**config.mk**
```make
export PLATFORM = sky130hd
export DESIGN_NAME = pll_divdet_top
export DESIGN_NICKNAME = d
export VERILOG_FILES = /design/src/rtl/pll_divdet_pkg.sv /design/src/rtl/pll_tick_div.sv /design/src/rtl/pll_pfd_core.sv /design/src/rtl/pll_divdet_top.sv
export SDC_FILE = /design/constraint.sdc
export NUM_CORES = 1
export LEC_CHECK = 0
export BUFFER_PORTS_ARGS = -buffer_cell sky130_fd_sc_hd__buf_2
export CAP_MARGIN = 5
export CORE_UTILIZATION = 54
export CTS_CLUSTER_SIZE = 20
export DETAILED_ROUTE_END_ITERATION = 8
export PLACE_DENSITY = 0.74
export SETUP_SLACK_MARGIN = 0.3
export SLEW_MARGIN = 20
export SYNTH_ARGS = -nofsm -noshare
export SYNTH_HDL_FRONTEND = slang
export SYNTH_SLANG_ARGS = --single-unit
export TNS_END_PERCENT = 100
```
**constraint.sdc**
```tcl
create_clock -name clk -period 2.88 [get_ports clk]
set_input_delay 0.288 -clock clk [delete_from_list [all_inputs] [get_ports clk]]
set_output_delay 0.288 -clock clk [all_outputs]
set_load 0.01 [all_outputs]
```
**src/rtl/pll_divdet_pkg.sv**
```systemverilog
`timescale 1ns/1ps
package pll_divdet_pkg;

    localparam logic [2:0] TM_FORCE_IDLE = 3'b010;
    localparam logic [2:0] TM_ROUTE_DIV  = 3'b100;

    // reference ratio per select code
    function automatic logic [7:0] ref_ratio_of(input logic [1:0] code);
        case (code)
            2'd0:    ref_ratio_of = 8'd24;
            2'd1:    ref_ratio_of = 8'd64;
            2'd2:    ref_ratio_of = 8'd80;
            default: ref_ratio_of = 8'd128;
        endcase
    endfunction

endpackage

```
**src/rtl/pll_tick_div.sv**
```systemverilog
`timescale 1ns/1ps
module pll_tick_div #(
    parameter int W         = 15,
    parameter int MIN_RATIO = 256
) (
    input  logic         clk,
    input  logic         rst_n,
    input  logic         tick,
    input  logic [W-1:0] ratio,
    output logic         div_o,
    output logic         fall_o
);
    localparam logic [W-1:0] RST_ACT = W'(MIN_RATIO);
    localparam logic [W-1:0] ONE     = W'(1);

    typedef struct packed {
        logic [W-1:0] cnt;
        logic [W-1:0] act;
        logic         prev;
    } div_st_t;

    div_st_t st_d, st_q;
    logic    level;

    assign level  = (st_q.cnt >= (st_q.act >> 1));
    assign div_o  = level;
    assign fall_o = st_q.prev & ~level;

    always_comb begin
        st_d      = st_q;
        st_d.prev = level;
        if (tick) begin
            if (st_q.cnt == '0) begin
                st_d.cnt = ratio - ONE;
                st_d.act = ratio;
            end else begin
                st_d.cnt = st_q.cnt - ONE;
            end
        end
    end

    always_ff @(posedge clk or negedge rst_n) begin
        if (!rst_n) begin
            st_q.cnt  <= '0;
            st_q.act  <= RST_ACT;
            st_q.prev <= 1'b0;
        end else begin
            st_q <= st_d;
        end
    end

    AST_RATIO_HELD: assert property (@(posedge clk) disable iff (!rst_n)
        (st_q.cnt != '0) |=> $stable(st_q.act));
    AST_RATIO_FLOOR: assert property (@(posedge clk) disable iff (!rst_n)
        st_q.act >= RST_ACT);
    AST_COUNT_BOUND: assert property (@(posedge clk) disable iff (!rst_n)
        st_q.cnt < st_q.act);

endmodule

```
**src/rtl/pll_pfd_core.sv**
```systemverilog
`timescale 1ns/1ps
module pll_pfd_core (
    input  logic clk,
    input  logic rst_n,
    input  logic fb_fall,
    input  logic ref_fall,
    output logic up_o,
    output logic dn_o
);
    typedef struct packed {
        logic up;
        logic dn;
    } pfd_st_t;

    pfd_st_t st_d, st_q;
    logic    clear;

    assign clear = st_q.up & st_q.dn;
    assign up_o  = st_q.up;
    assign dn_o  = st_q.dn;

    always_comb begin
        st_d = st_q;
        if (clear) begin
            st_d.up = 1'b0;
            st_d.dn = 1'b0;
        end else begin
            st_d.up = st_q.up | fb_fall;
            st_d.dn = st_q.dn | ref_fall;
        end
    end

    always_ff @(posedge clk or negedge rst_n) begin
        if (!rst_n) begin
            st_q <= '0;
        end else begin
            st_q <= st_d;
        end
    end

    AST_BOTH_CLEARED: assert property (@(posedge clk) disable iff (!rst_n)
        (st_q.up && st_q.dn) |=> (!st_q.up && !st_q.dn));
    AST_UP_ON_FB: assert property (@(posedge clk) disable iff (!rst_n)
        (fb_fall && !clear) |=> st_q.up);

endmodule

```
**src/rtl/pll_divdet_top.sv**
```systemverilog
`timescale 1ns/1ps
module pll_divdet_top #(
    parameter int FB_W   = 15,
    parameter int FB_MIN = 256,
    parameter int REF_W  = 8
) (
    input  logic            clk,
    input  logic            rst_n,
    input  logic            xtal_tick,
    input  logic            osc_tick,
    input  logic [FB_W-1:0] fb_ratio,
    input  logic [1:0]      ref_sel,
    input  logic [2:0]      test_mode,
    input  logic            cur_sel_in,
    output logic            pump_up,
    output logic            pump_dn,
    output logic            pump_hiz,
    output logic            test_fb_out,
    output logic            test_ref_out,
    output logic            cur_sel_out
);
    import pll_divdet_pkg::*;

    localparam logic [FB_W-1:0] FB_FLOOR = FB_W'(FB_MIN);

    logic [FB_W-1:0]  fb_eff;
    logic [REF_W-1:0] ref_eff;
    logic fb_div, fb_fall, ref_div, ref_fall;
    logic det_up, det_dn, idle_forced, route_on;

    assign fb_eff  = (fb_ratio < FB_FLOOR) ? FB_FLOOR : fb_ratio;
    assign ref_eff = REF_W'(ref_ratio_of(ref_sel));

    pll_tick_div #(.W(REF_W), .MIN_RATIO(24)) u_ref_div (
        .clk(clk), .rst_n(rst_n), .tick(xtal_tick), .ratio(ref_eff),
        .div_o(ref_div), .fall_o(ref_fall)
    );

    pll_tick_div #(.W(FB_W), .MIN_RATIO(FB_MIN)) u_fb_div (
        .clk(clk), .rst_n(rst_n), .tick(osc_tick), .ratio(fb_eff),
        .div_o(fb_div), .fall_o(fb_fall)
    );

    pll_pfd_core u_pfd (
        .clk(clk), .rst_n(rst_n), .fb_fall(fb_fall), .ref_fall(ref_fall),
        .up_o(det_up), .dn_o(det_dn)
    );

    assign idle_forced  = (test_mode == TM_FORCE_IDLE);
    assign route_on     = (test_mode == TM_ROUTE_DIV);
    assign pump_up      = det_up & ~det_dn & ~idle_forced;
    assign pump_dn      = det_dn & ~det_up & ~idle_forced;
    assign pump_hiz     = ~(pump_up | pump_dn);
    assign test_fb_out  = route_on & fb_div;
    assign test_ref_out = route_on & ref_div;
    assign cur_sel_out  = cur_sel_in;

    AST_NEVER_BOTH: assert property (@(posedge clk) disable iff (!rst_n)
        !(pump_up && pump_dn));
    AST_FORCED_IDLE: assert property (@(posedge clk) disable iff (!rst_n)
        (test_mode == 3'b010) |-> (pump_hiz && !pump_up && !pump_dn));
    AST_ROUTE_QUIET: assert property (@(posedge clk) disable iff (!rst_n)
        (test_mode != 3'b100) |-> (!test_fb_out && !test_ref_out));
    AST_SEL_PASS: assert property (@(posedge clk) disable iff (!rst_n)
        cur_sel_out == cur_sel_in);

endmodule

```
# Yosys cells after proc, flatten, opt, wreduce, memory -nomap -nowiden
# Cells that the tools add are included.
# totals
regBits,50
in_bits,25
wordCells,47
# classes
n_addsub,4
n_lt_le_gt_ge,3
n_eq_ne,4
muxes,5
n_bitwise,18
n_reduce_logical,5
# op_table
cell,count
$mux W15,2
$sub A15 B1 Y15 const B,2
$pmux W8 S3,1
$sub A8 B1 Y8 const B,2
$ge A15 B14 Y1,1
$logic_not A15 Y1,1
$lt A15 B9 Y1 const B,1
$and A1 B1 Y1,9
$ge A8 B7 Y1,1
$logic_not A8 Y1,1
$mux W8,1
$not A1 Y1,6
$reduce_and A2 Y1,2
$eq A3 B2 Y1 const B,1
$eq A3 B3 Y1 const B,1
$or A1 B1 Y1,3
$eq A2 B1 Y1 const B,1
$eq A2 B2 Y1 const B,1
$logic_not A2 Y1,1
$mux W2,1

# Longest topological paths before layout
# Gate-level depths: netlist of run 1.
# depth
depth_word,5
ltp_mapped,12

# By module
# Synthesis of run 1 repeated with hierarchy kept, for this count alone.
# unflattened
hier_cells,362
area_unflattened_um2,3414.5
# by_module_without_submodules
module,n_inst,cells_each,area_each_um2,seq_area_each_um2
pll_tick_div (u_fb_div),1,212,2029.4,752.0
pll_tick_div (u_ref_div),1,111,1068.5,402.9
pll_divdet_top,1,33,239.0,0.0
pll_pfd_core,1,6,77.6,50.0

# Worst setup path after synthesis of run 1
# Ideal clock, no wire load.
# synth_path
path_type,register -> register
startpoint,reg u_fb_div.st_q[27] in the netlist's numbering
endpoint,reg u_fb_div.st_q[30] in the netlist's numbering
t_arrival_ns,2.851
required_time_ns,2.754
path_slack_ns,-0.097
path_stages_with_launch,13
path_buffers,2
period_less_slack_ns,2.977
cell_sequence,dfrtp_1 > or4_4 > nor4_4 > buf_6 > and3_2 > buf_6 > a21oi_1 > ha_1 > nand3b_1 > a31oi_1 > and3_4 > and3_1 > a311o_1
# synth_between
elab_chain_cells,2
word_cells_on_any_way,3
classes_between,add/sub: 1; mux: 1; reduce/logical: 1
# synth_lines
element,line,text
from (decl),pll_tick_div.sv:22,"div_st_t st_d, st_q;"
from (signal assigned),pll_tick_div.sv:48,st_q <= st_d;
$sub A15 B1 Y15 or $logic_not A15 Y1 (tied branches),"pll_tick_div.sv:37, pll_tick_div.sv:33",
$mux W15 (*),pll_tick_div.sv:33,if (st_q.cnt == '0) begin
# Mark *: on every way between the ends. The rest lies on a longest branch, timed or not.
# A chain may end at the register's enable or synchronous reset.

# Worst setup path after layout of run 1
# layout_path
startpoint,reg u_fb_div.st_q[17] in the netlist's numbering
endpoint,reg u_fb_div.st_q[30] in the netlist's numbering
# Same word-level chain as after synthesis.

==> out/qor.json, run 1 <==
{
  "outcome": {
    "run_status": "finished, violations left",
    "violations": "hold timing"
  },
  "grt": {
    "grt_pass1_vias": 2552,
    "antenna_found_initial": 0,
    "grt_usage": 0.249,
    "grt_first_pass_wirelength_um": 11700,
    "grt-ovfl-total": 0,
    "grt_max_degree": 46
  },
  "critical_path": {
    "cpMaxStageDelayCell": "sky130_fd_sc_hd__or4_4",
    "critPathMostFrequentCell": "sky130_fd_sc_hd__and3_4",
    "worst_path_dominant_cell_family": "simple AND/OR/NAND/NOR gates",
    "crit-reg2reg-capture": "u_fb_div.st_q[30]",
    "worst_setup_path_start_kind": "flip-flop",
    "crit_fanout": 4,
    "setup.reg_to_reg.worst_slack_ns": 0.21,
    "rr_startpoint": "u_fb_div.st_q[17]",
    "critical_path_cell_by_cell": "or4_4 > nor4_4 > and3_4 > a21oi_2 > ha_2 > nand3b_1 > a31oi_2 > and3_4 > and3_1 > a311o_1",
    "cp_data_required_time_ns": 3.07,
    "worstPathArrival_ns": 2.87,
    "crit_path_largest_cell_delay_ns": 0.56,
    "endpoint_class_of_the_critical_path": "flip-flop",
    "worst_r2r_path_depth": 10,
    "critPathBufInv": 0,
    "criticalPathCategory": "reg2reg"
  },
  "detailed_routing": {
    "routed-via-count": 2706,
    "post_drt_via_cell_ratio": 6.03,
    "wire_length_after_detailed_routing_um": 6990,
    "first_pass_iters": 4,
    "ant_nets": 0,
    "detail_route.wl_per_cell_um": 15.6,
    "drt_iter0_markers": 153,
    "drc": 0
  },
  "timing": {
    "finalSetupViolations": 0,
    "timing_hold_violations_final": 39,
    "max_clock_freq_ghz": 0.374,
    "rsz0062_at_grt": "yes",
    "period_share": 0.929,
    "worst_skew_ns": 0.00819,
    "timing.setup.tns_ns": 0,
    "max_slew.worst_pin.slew_ns": 0.578,
    "slew_viol_final": 0,
    "final.min_clock_period_ns": 2.67,
    "final.hold.worst_slack_ns": -0.0331,
    "timing.max_slew.rel_slack": 0.612
  },
  "power_and_ir_drop": {
    "power_density_nw_per_um2": 896,
    "power.net_switching_mw": 1.22,
    "swShare": 0.386,
    "power.share.clock": 0.184,
    "power_report.internal_total_mw": 1.94,
    "share_seq_of_total_power": 0.370,
    "cellLeakagePower_nw": 1.62,
    "peak_ir_drop_on_the_vdd_network_mv": 0.402,
    "combinationalPowerShare": 0.446
  },
  "final_layout": {
    "fin_nets": 426,
    "n_fill_cell": 454,
    "areaGrowthSynthToFinish_pct": 16.1,
    "multi_input_comb_area_um2": 1770,
    "register_area_um2": 1130,
    "drive_gt1_frac": 0.232,
    "finish.cell_count_without_fillers": 449,
    "insertedDiodeCount": 0
  },
  "placement": {
    "gp_routability_congestion": 0.857,
    "dp_hpwl_um": 5040,
    "io_buffer_count": 28,
    "place_inst": 433
  },
  "synthesis": {
    "post_synth_cell_types": 64,
    "biggest_area_contributors_in_the_synthesized_netlist": "sky130_fd_sc_hd__dfrtp_1, sky130_fd_sc_hd__ha_1, sky130_fd_sc_hd__inv_1",
    "post_synthesis_sequential_element_count": 45,
    "yosysTopAreaCellShare": 0.347,
    "syn_avg_cell_area_um2": 9.02,
    "dominantRegCellSynth": "sky130_fd_sc_hd__dfrtp_1",
    "ys_seq_area_frac": 0.373,
    "postSynthNetCount": 384,
    "yosysMostFrequentCell": "sky130_fd_sc_hd__dfrtp_1",
    "post_synth_most_frequent_cells": "sky130_fd_sc_hd__dfrtp_1, sky130_fd_sc_hd__inv_1, sky130_fd_sc_hd__nand2_1, sky130_fd_sc_hd__ha_1, sky130_fd_sc_hd__nor2_1",
    "synthesis.yosys.warnings": 0,
    "post_synth_inst_count": 336,
    "synth-edff-count": 0,
    "yosys.area.top_type": "sky130_fd_sc_hd__dfrtp_1",
    "synthArstFlopShare": 1.00,
    "synth.cell_area_um2": 3030
  },
  "floorplan": {
    "fp.dieArea_um2": 5920,
    "ioPinCount": 31,
    "core-area_um2": 5270,
    "fp.dieW_um": 76.9,
    "core.rowCount": 26,
    "floorplan.initialDensity": 0.575,
    "die_h_um": 76.9
  },
  "clock_network": {
    "cts-root-buf": "sky130_fd_sc_hd__clkbuf_8",
    "cts-buffers-inserted": 5,
    "h-tree-depth": 2,
    "cts_tree": "yes",
    "cts_num_sinks": 45,
    "worst_skew_pair.late_latency_ns": 0.30,
    "clk_pin_slew_ns": 0.09,
    "max-clock-path-buffers": 2
  },
  "flow_run": {
    "drv.max_cap_violation_count": 0
  },
  "min_path": {
    "min-delay-path-class": "in2async"
  }
}
power by group through the flow:
stage	Combinational [mW]	Clock [mW]	Sequential [mW]
6_report	1.41	0.579	1.17
5_1_grt	1.61	0.616	1.20
4_1_cts	1.35	0.589	1.16
3_5_place_dp	1.29	0	1.18
3_3_place_gp	1.24	0	1.17
2_1_floorplan	0.991	0	1.11
worst max path at each step:
| stage | cells after the start | from | end |
|---|---|---|---|
| 6_report | 10 | u_fb_div.st_q[17] | u_fb_div.st_q[30] |
| 5_1_grt | 10 | u_fb_div.st_q[17] | u_fb_div.st_q[30] |
| 4_1_cts | 10 | u_fb_div.st_q[16] | u_fb_div.st_q[30] |
| 3_5_place_dp | 12 | fb_ratio[12] | u_fb_div.st_q[30] |
| 3_3_place_gp | 12 | fb_ratio[13] | u_fb_div.st_q[30] |
| 2_1_floorplan | 12 | u_fb_div.st_q[16] | u_fb_div.st_q[30] |
routing by layer:
metal	vias to the layer above	wire length [um]	global-route usage	share of wire
li1	1314	-	-	-
met1	1283	3120	0.327	0.45
met2	102	3340	0.423	0.48
met3	7	466	0.0369	0.067
met4	0	62	0.0712	0.0089
met5	-	0	0	0
final cells by class:
cell class	instances	share of cell area
well taps	70	0.0249
clock buffers	5	0.0196
multi-input cells	248	0.502
repair buffers	46	0.0789
clock inverters	3	0.0196
flip-flops and latches	45	0.321
inverters	32	0.0341
stage by stage:
stage	util	instance area [um^2]	setup WS [ns]	power, mW	hold slack, ns
2_1_floorplan	-	3060	0.0335	2.10	-0.00759
3_3_place_gp	0.624	3290	0.102	2.41	0.454
3_5_place_dp	0.624	3290	0.0353	2.47	0.459
4_1_cts	0.658	3470	0.223	3.10	0.186
5_1_grt	0.668	3520	0.118	3.43	0.0182
6_report	0.668	3520	0.206	3.15	-0.0331
state kept, by name, indices dropped and copies added (netlist names):
name            count
u_ref_div.st_q     13
u_pfd.up_o          1
u_pfd.dn_o          1
u_fb_div.st_q      30
repair_timing:
| item | 4_1_cts | 5_1_grt |
|---|---|---|
| gates resized for setup | 0 | 7 |
| pin swaps | 1 | 7 |
| hold endpoints to repair | 0 | 0 |
| hold buffers | 0 | 0 |
| setup buffers | 5 | 3 |
| setup endpoints to repair | 3 | 6 |
cells by family (layout without fill, tap and decap cells):
group | count (synthesis) | count (layout) | share of synthesized area
flops | 45 | 45 | 0.373
buf+inv | 43 | 86 | 0.0636
compound gates | 96 | 96 | 0.216
mux | 10 | 10 | 0.0404
xor+xnor | 5 | 5 | 0.0144
fa+ha+maj | 23 | 23 | 0.0949
simple gates | 114 | 114 | 0.198
cells in the final DEF, fill, tap and decap left out, types with 3 or more instances in the layout:
master,n
sky130_fd_sc_hd__dfrtp_1,42
sky130_fd_sc_hd__inv_1,32
sky130_fd_sc_hd__nand2_1,32
sky130_fd_sc_hd__buf_2,27
sky130_fd_sc_hd__ha_1,22
sky130_fd_sc_hd__nor2_1,21
sky130_fd_sc_hd__buf_4,19
sky130_fd_sc_hd__o21ai_0,14
sky130_fd_sc_hd__nor3_1,13
sky130_fd_sc_hd__a21oi_1,13
sky130_fd_sc_hd__nand3_1,10
sky130_fd_sc_hd__a21o_1,8
sky130_fd_sc_hd__a31oi_1,8
sky130_fd_sc_hd__or3_1,7
sky130_fd_sc_hd__a211o_1,6
sky130_fd_sc_hd__mux2_2,6
sky130_fd_sc_hd__o22ai_1,5
sky130_fd_sc_hd__a21boi_0,5
sky130_fd_sc_hd__clkbuf_8,5
sky130_fd_sc_hd__a21oi_2,4
sky130_fd_sc_hd__o21ai_1,4
sky130_fd_sc_hd__a22o_1,4
sky130_fd_sc_hd__a211oi_1,3
sky130_fd_sc_hd__a311oi_1,3
sky130_fd_sc_hd__xnor2_1,3
sky130_fd_sc_hd__mux2_4,3
sky130_fd_sc_hd__dfstp_2,3
Power figures use the tool's default switching activity.
==> run 2: changes to the inputs <==
--- a/config.mk
+++ b/config.mk
@@ -7,13 +7,12 @@
 export LEC_CHECK = 0
 export BUFFER_PORTS_ARGS = -buffer_cell sky130_fd_sc_hd__buf_2
 export CAP_MARGIN = 5
-export CORE_UTILIZATION = 54
+export CORE_UTILIZATION = 35
 export CTS_CLUSTER_SIZE = 20
 export DETAILED_ROUTE_END_ITERATION = 8
-export PLACE_DENSITY = 0.74
+export PLACE_DENSITY = 0.51
 export SETUP_SLACK_MARGIN = 0.3
 export SLEW_MARGIN = 20
 export SYNTH_ARGS = -nofsm -noshare
 export SYNTH_HDL_FRONTEND = slang
 export SYNTH_SLANG_ARGS = --single-unit
-export TNS_END_PERCENT = 100
==> constraint.sdc (replaced) <==
create_clock -name clk -period 2.88 [get_ports clk]
set_input_delay 0.288 -clock clk [delete_from_list [all_inputs] [get_ports clk]]
set_output_delay 0.288 -clock clk [all_outputs]
set_load 0.005 [all_outputs]
==> run 2 against run 1 <==
Against the previous run: the run now ends clean; setup slack improved by 0.0090 ns; total power fell by 0.67%; first-iteration DRC count fell by 25%; clock power fell by 12%; sequential cell count did not move; critical path type unchanged; critical endpoint unchanged; largest cell class unchanged.
==> out/qor.json, run 2 (synthesis results as in run 1) <==
{
  "outcome": {
    "run_status": "finished clean"
  },
  "timing": {
    "period_share": {"value": 0.925, "change": "-0.00312"},
    "max_clock_freq": {"value": 0.375, "unit": "GHz", "change": "+0.34%"},
    "max_slew.worst_pin.slew": {"value": 0.605, "unit": "ns", "change": "+0.0275 ns"},
    "timing.max_slew.rel_slack": {"value": 0.597, "change": "-0.0154"},
    "final.hold.worst_slack": {"value": 0.0731, "unit": "ns", "change": "+0.106 ns"},
    "finalSetupViolations": {"value": 0, "change": "unchanged"},
    "timing.setup.tns": {"value": 0, "unit": "ns", "change": "unchanged"},
    "worst_skew": {"value": 0.00550, "unit": "ns", "change": "-0.00269 ns"},
    "rsz0062_at_grt": "yes",
    "timing.final.ws_setup": {"value": 0.215, "unit": "ns", "change": "+0.00898 ns"},
    "slew_viol_final": {"value": 0, "change": "unchanged"},
    "final.min_clock_period": {"value": 2.67, "unit": "ns", "change": "-0.00898 ns"},
    "timing_hold_violations_final": {"value": 0, "change": "-100%"}
  },
  "final_layout": {
    "largest_registers": "u_fb_div.st_q x30, u_ref_div.st_q x13",
    "multi_input_comb_area": {"value": 1760, "unit": "um^2", "change": "-0.28%"},
    "most-common-layout-cells": "sky130_fd_sc_hd__dfrtp_1, sky130_fd_sc_hd__inv_1, sky130_fd_sc_hd__nand2_1",
    "layout_commonest_cell": "sky130_fd_sc_hd__dfrtp_1",
    "insertedDiodeCount": {"value": 0, "change": "unchanged"},
    "largest_register_ff_count": {"value": 30, "change": "unchanged"},
    "n_fill_cell": {"value": 842, "change": "+85%"},
    "areaGrowthSynthToFinish_pct": 18.3,
    "register_area": {"value": 1130, "unit": "um^2", "change": "unchanged"},
    "fin_nets": {"value": 433, "change": "+1.6%"},
    "drive_gt1_frac": {"value": 0.238, "change": "+0.00615"},
    "largest_register": "u_fb_div.st_q",
    "finish.cell_count_without_fillers": {"value": 491, "change": "+9.4%"}
  },
  "detailed_routing": {
    "detail_route.wl_per_cell": {"value": 15.2, "unit": "um", "change": "-2.5%"},
    "wire_length_after_detailed_routing": {"value": 7450, "unit": "um", "change": "+6.6%"},
    "post_drt_via_cell_ratio": {"value": 5.45, "change": "-9.6%"},
    "routed-via-count": {"value": 2676, "change": "-1.1%"},
    "first_pass_iters": {"value": 4, "change": "unchanged"},
    "drc": {"value": 0, "change": "unchanged"},
    "ant_nets": {"value": 0, "change": "unchanged"},
    "drt_iter0_markers": {"value": 115, "change": "-25%"}
  },
  "grt": {
    "grt-ovfl-total": {"value": 0, "change": "unchanged"},
    "grt_pass1_vias": {"value": 2584, "change": "+1.3%"},
    "antenna_found_initial": {"value": 0, "change": "unchanged"},
    "grt_first_pass_wirelength": {"value": 12600, "unit": "um", "change": "+7.2%"},
    "grt_usage": {"value": 0.181, "change": "-0.0684"},
    "grt_max_degree": {"value": 46, "change": "unchanged"}
  },
  "clock_network": {
    "cts_tree": "yes",
    "post_cts_hold_buffer_count": {"value": 0, "change": "unchanged"},
    "worst_skew_pair.late_latency": {"value": 0.30, "unit": "ns", "change": "about the same"},
    "max-clock-path-buffers": {"value": 2, "change": "unchanged"},
    "clk_pin_slew": {"value": 0.09, "unit": "ns", "change": "about the same"},
    "cts_num_sinks": {"value": 45, "change": "unchanged"},
    "h-tree-depth": {"value": 2, "change": "unchanged"},
    "cts-root-buf": "sky130_fd_sc_hd__clkbuf_8",
    "cts-buffers-inserted": {"value": 5, "change": "unchanged"}
  },
  "critical_path": {
    "endpoint_class_of_the_critical_path": "flip-flop",
    "worst_path_dominant_cell_family": "simple AND/OR/NAND/NOR gates",
    "worst_setup_path_start_kind": "flip-flop",
    "crit_path_largest_cell_delay": {"value": 0.57, "unit": "ns", "change": "about the same"},
    "criticalPathCategory": "reg2reg",
    "cpMaxStageDelayCell": "sky130_fd_sc_hd__or4_4",
    "critPathMostFrequentCell": "sky130_fd_sc_hd__and3_4",
    "critical_path_cell_by_cell": "or4_4 > nor4_4 > and3_4 > a21oi_2 > ha_2 > nand3b_1 > a31oi_2 > and3_4 > and3_1 > a311o_1",
    "critPathBufInv": {"value": 0, "change": "unchanged"},
    "cp_data_required_time": {"value": 3.07, "unit": "ns", "change": "about the same"},
    "worstPathArrival": {"value": 2.86, "unit": "ns", "change": "about the same"},
    "crit_fanout": {"value": 3, "change": "-1"}
  },
  "placement": {
    "dp_hpwl": {"value": 5400, "unit": "um", "change": "+7.0%"},
    "io_buffer_count": {"value": 28, "change": "unchanged"},
    "dpl_worst_slack": {"value": 0.143, "unit": "ns", "change": "+0.107 ns"},
    "gp_routability_congestion": {"value": 0.814, "change": "-5.1%"},
    "place_inst": {"value": 472, "change": "+9.0%"}
  },
  "floorplan": {
    "fp.dieArea": {"value": 9040, "unit": "um^2", "change": "+53%"},
    "fp.dieW": {"value": 95.1, "unit": "um", "change": "+24%"},
    "core.rowCount": {"value": 33, "change": "+27%"},
    "ioPinCount": {"value": 31, "change": "unchanged"},
    "die_h": {"value": 95.1, "unit": "um", "change": "+24%"},
    "core-area": {"value": 8300, "unit": "um^2", "change": "+57%"},
    "floorplan.initialDensity": {"value": 0.365, "change": "-0.210"}
  },
  "flow_run": {
    "drv.max_cap_violation_count": {"value": 0, "change": "unchanged"}
  },
  "min_path": {
    "min-delay-path-class": "in2async"
  },
  "power_and_ir_drop": {
    "power_density": {"value": 873, "unit": "nW/um^2", "change": "-2.5%"},
    "peak_ir_drop_on_the_vdd_network": {"value": 0.272, "unit": "mV", "change": "-32%"},
    "post-layout-total-power": {"value": 3.13, "unit": "mW", "change": "-0.67%"},
    "cellLeakagePower": {"value": 1.64, "unit": "nW", "change": "+1.8%"}
  }
}
==> run 2: worst paths after layout <==
check                                  startpoint                 end  slack [ns]  depth (start not counted)
worst min-delay path                        rst_n  u_ref_div.st_q[11]        0.07                          2
worst max-delay path            u_fb_div.st_q[28]   u_fb_div.st_q[30]        0.21                         10
worst min register to register   u_fb_div.st_q[9]    u_fb_div.st_q[9]        0.47                          2
max in group asynchronous                   rst_n   u_fb_div.st_q[14]        2.40                          2
min in group clk                        xtal_tick   u_ref_div.st_q[9]        0.26                          2
worst max register to register  u_fb_div.st_q[28]   u_fb_div.st_q[30]        0.21                         10
==> run 2: per-stage QoR <==
step	util	area, um^2
final	0.432	3590
after global routing	0.432	3590
after CTS	0.430	3570
after detailed placement	0.405	3360
after global placement	0.405	3360
after floorplan	-	3060
==> run 2: area by class of cell <==
cell class / instances / share of cell area
well taps: 105 / 0.0366
repair buffers: 53 / 0.0914
flip-flops and latches: 45 / 0.315
clock inverters: 1 / 0.00837
multi-input cells: 248 / 0.491
clock buffers: 7 / 0.0241
inverters: 32 / 0.0335
==> run 2: power breakdown <==
part	switching, mW	internal [mW]
Clock	0.228	0.283
Sequential	0.228	0.915
Combinational	0.744	0.733
Total	1.20	1.93
==> run 2: timing repair <==
item,CTS,global route
pin swaps,5,5
resized for setup,3,3
setup endpoints to repair,10,7
buffers inserted,10,1
==> run 2: metal layers <==
| layer | wire (um) | vias up | track usage |
|---|---|---|---|
| met5 | 0 | - | 0 |
| met4 | 136 | 0 | 0.0556 |
| met3 | 219 | 11 | 0.0319 |
| met2 | 3510 | 43 | 0.298 |
| met1 | 3590 | 1298 | 0.239 |
| li1 | - | 1324 | - |
==> run 2: worst reg2reg max path, delay by kind of cell (launching register included) <==
kind | cells | cell delay (ns)
AO/OA/AOI/OAI | 3 | 0.44
adder cells (fa/ha/maj) | 1 | 0.19
AND/OR/NAND/NOR | 6 | 1.53
flip-flops | 1 | 0.39
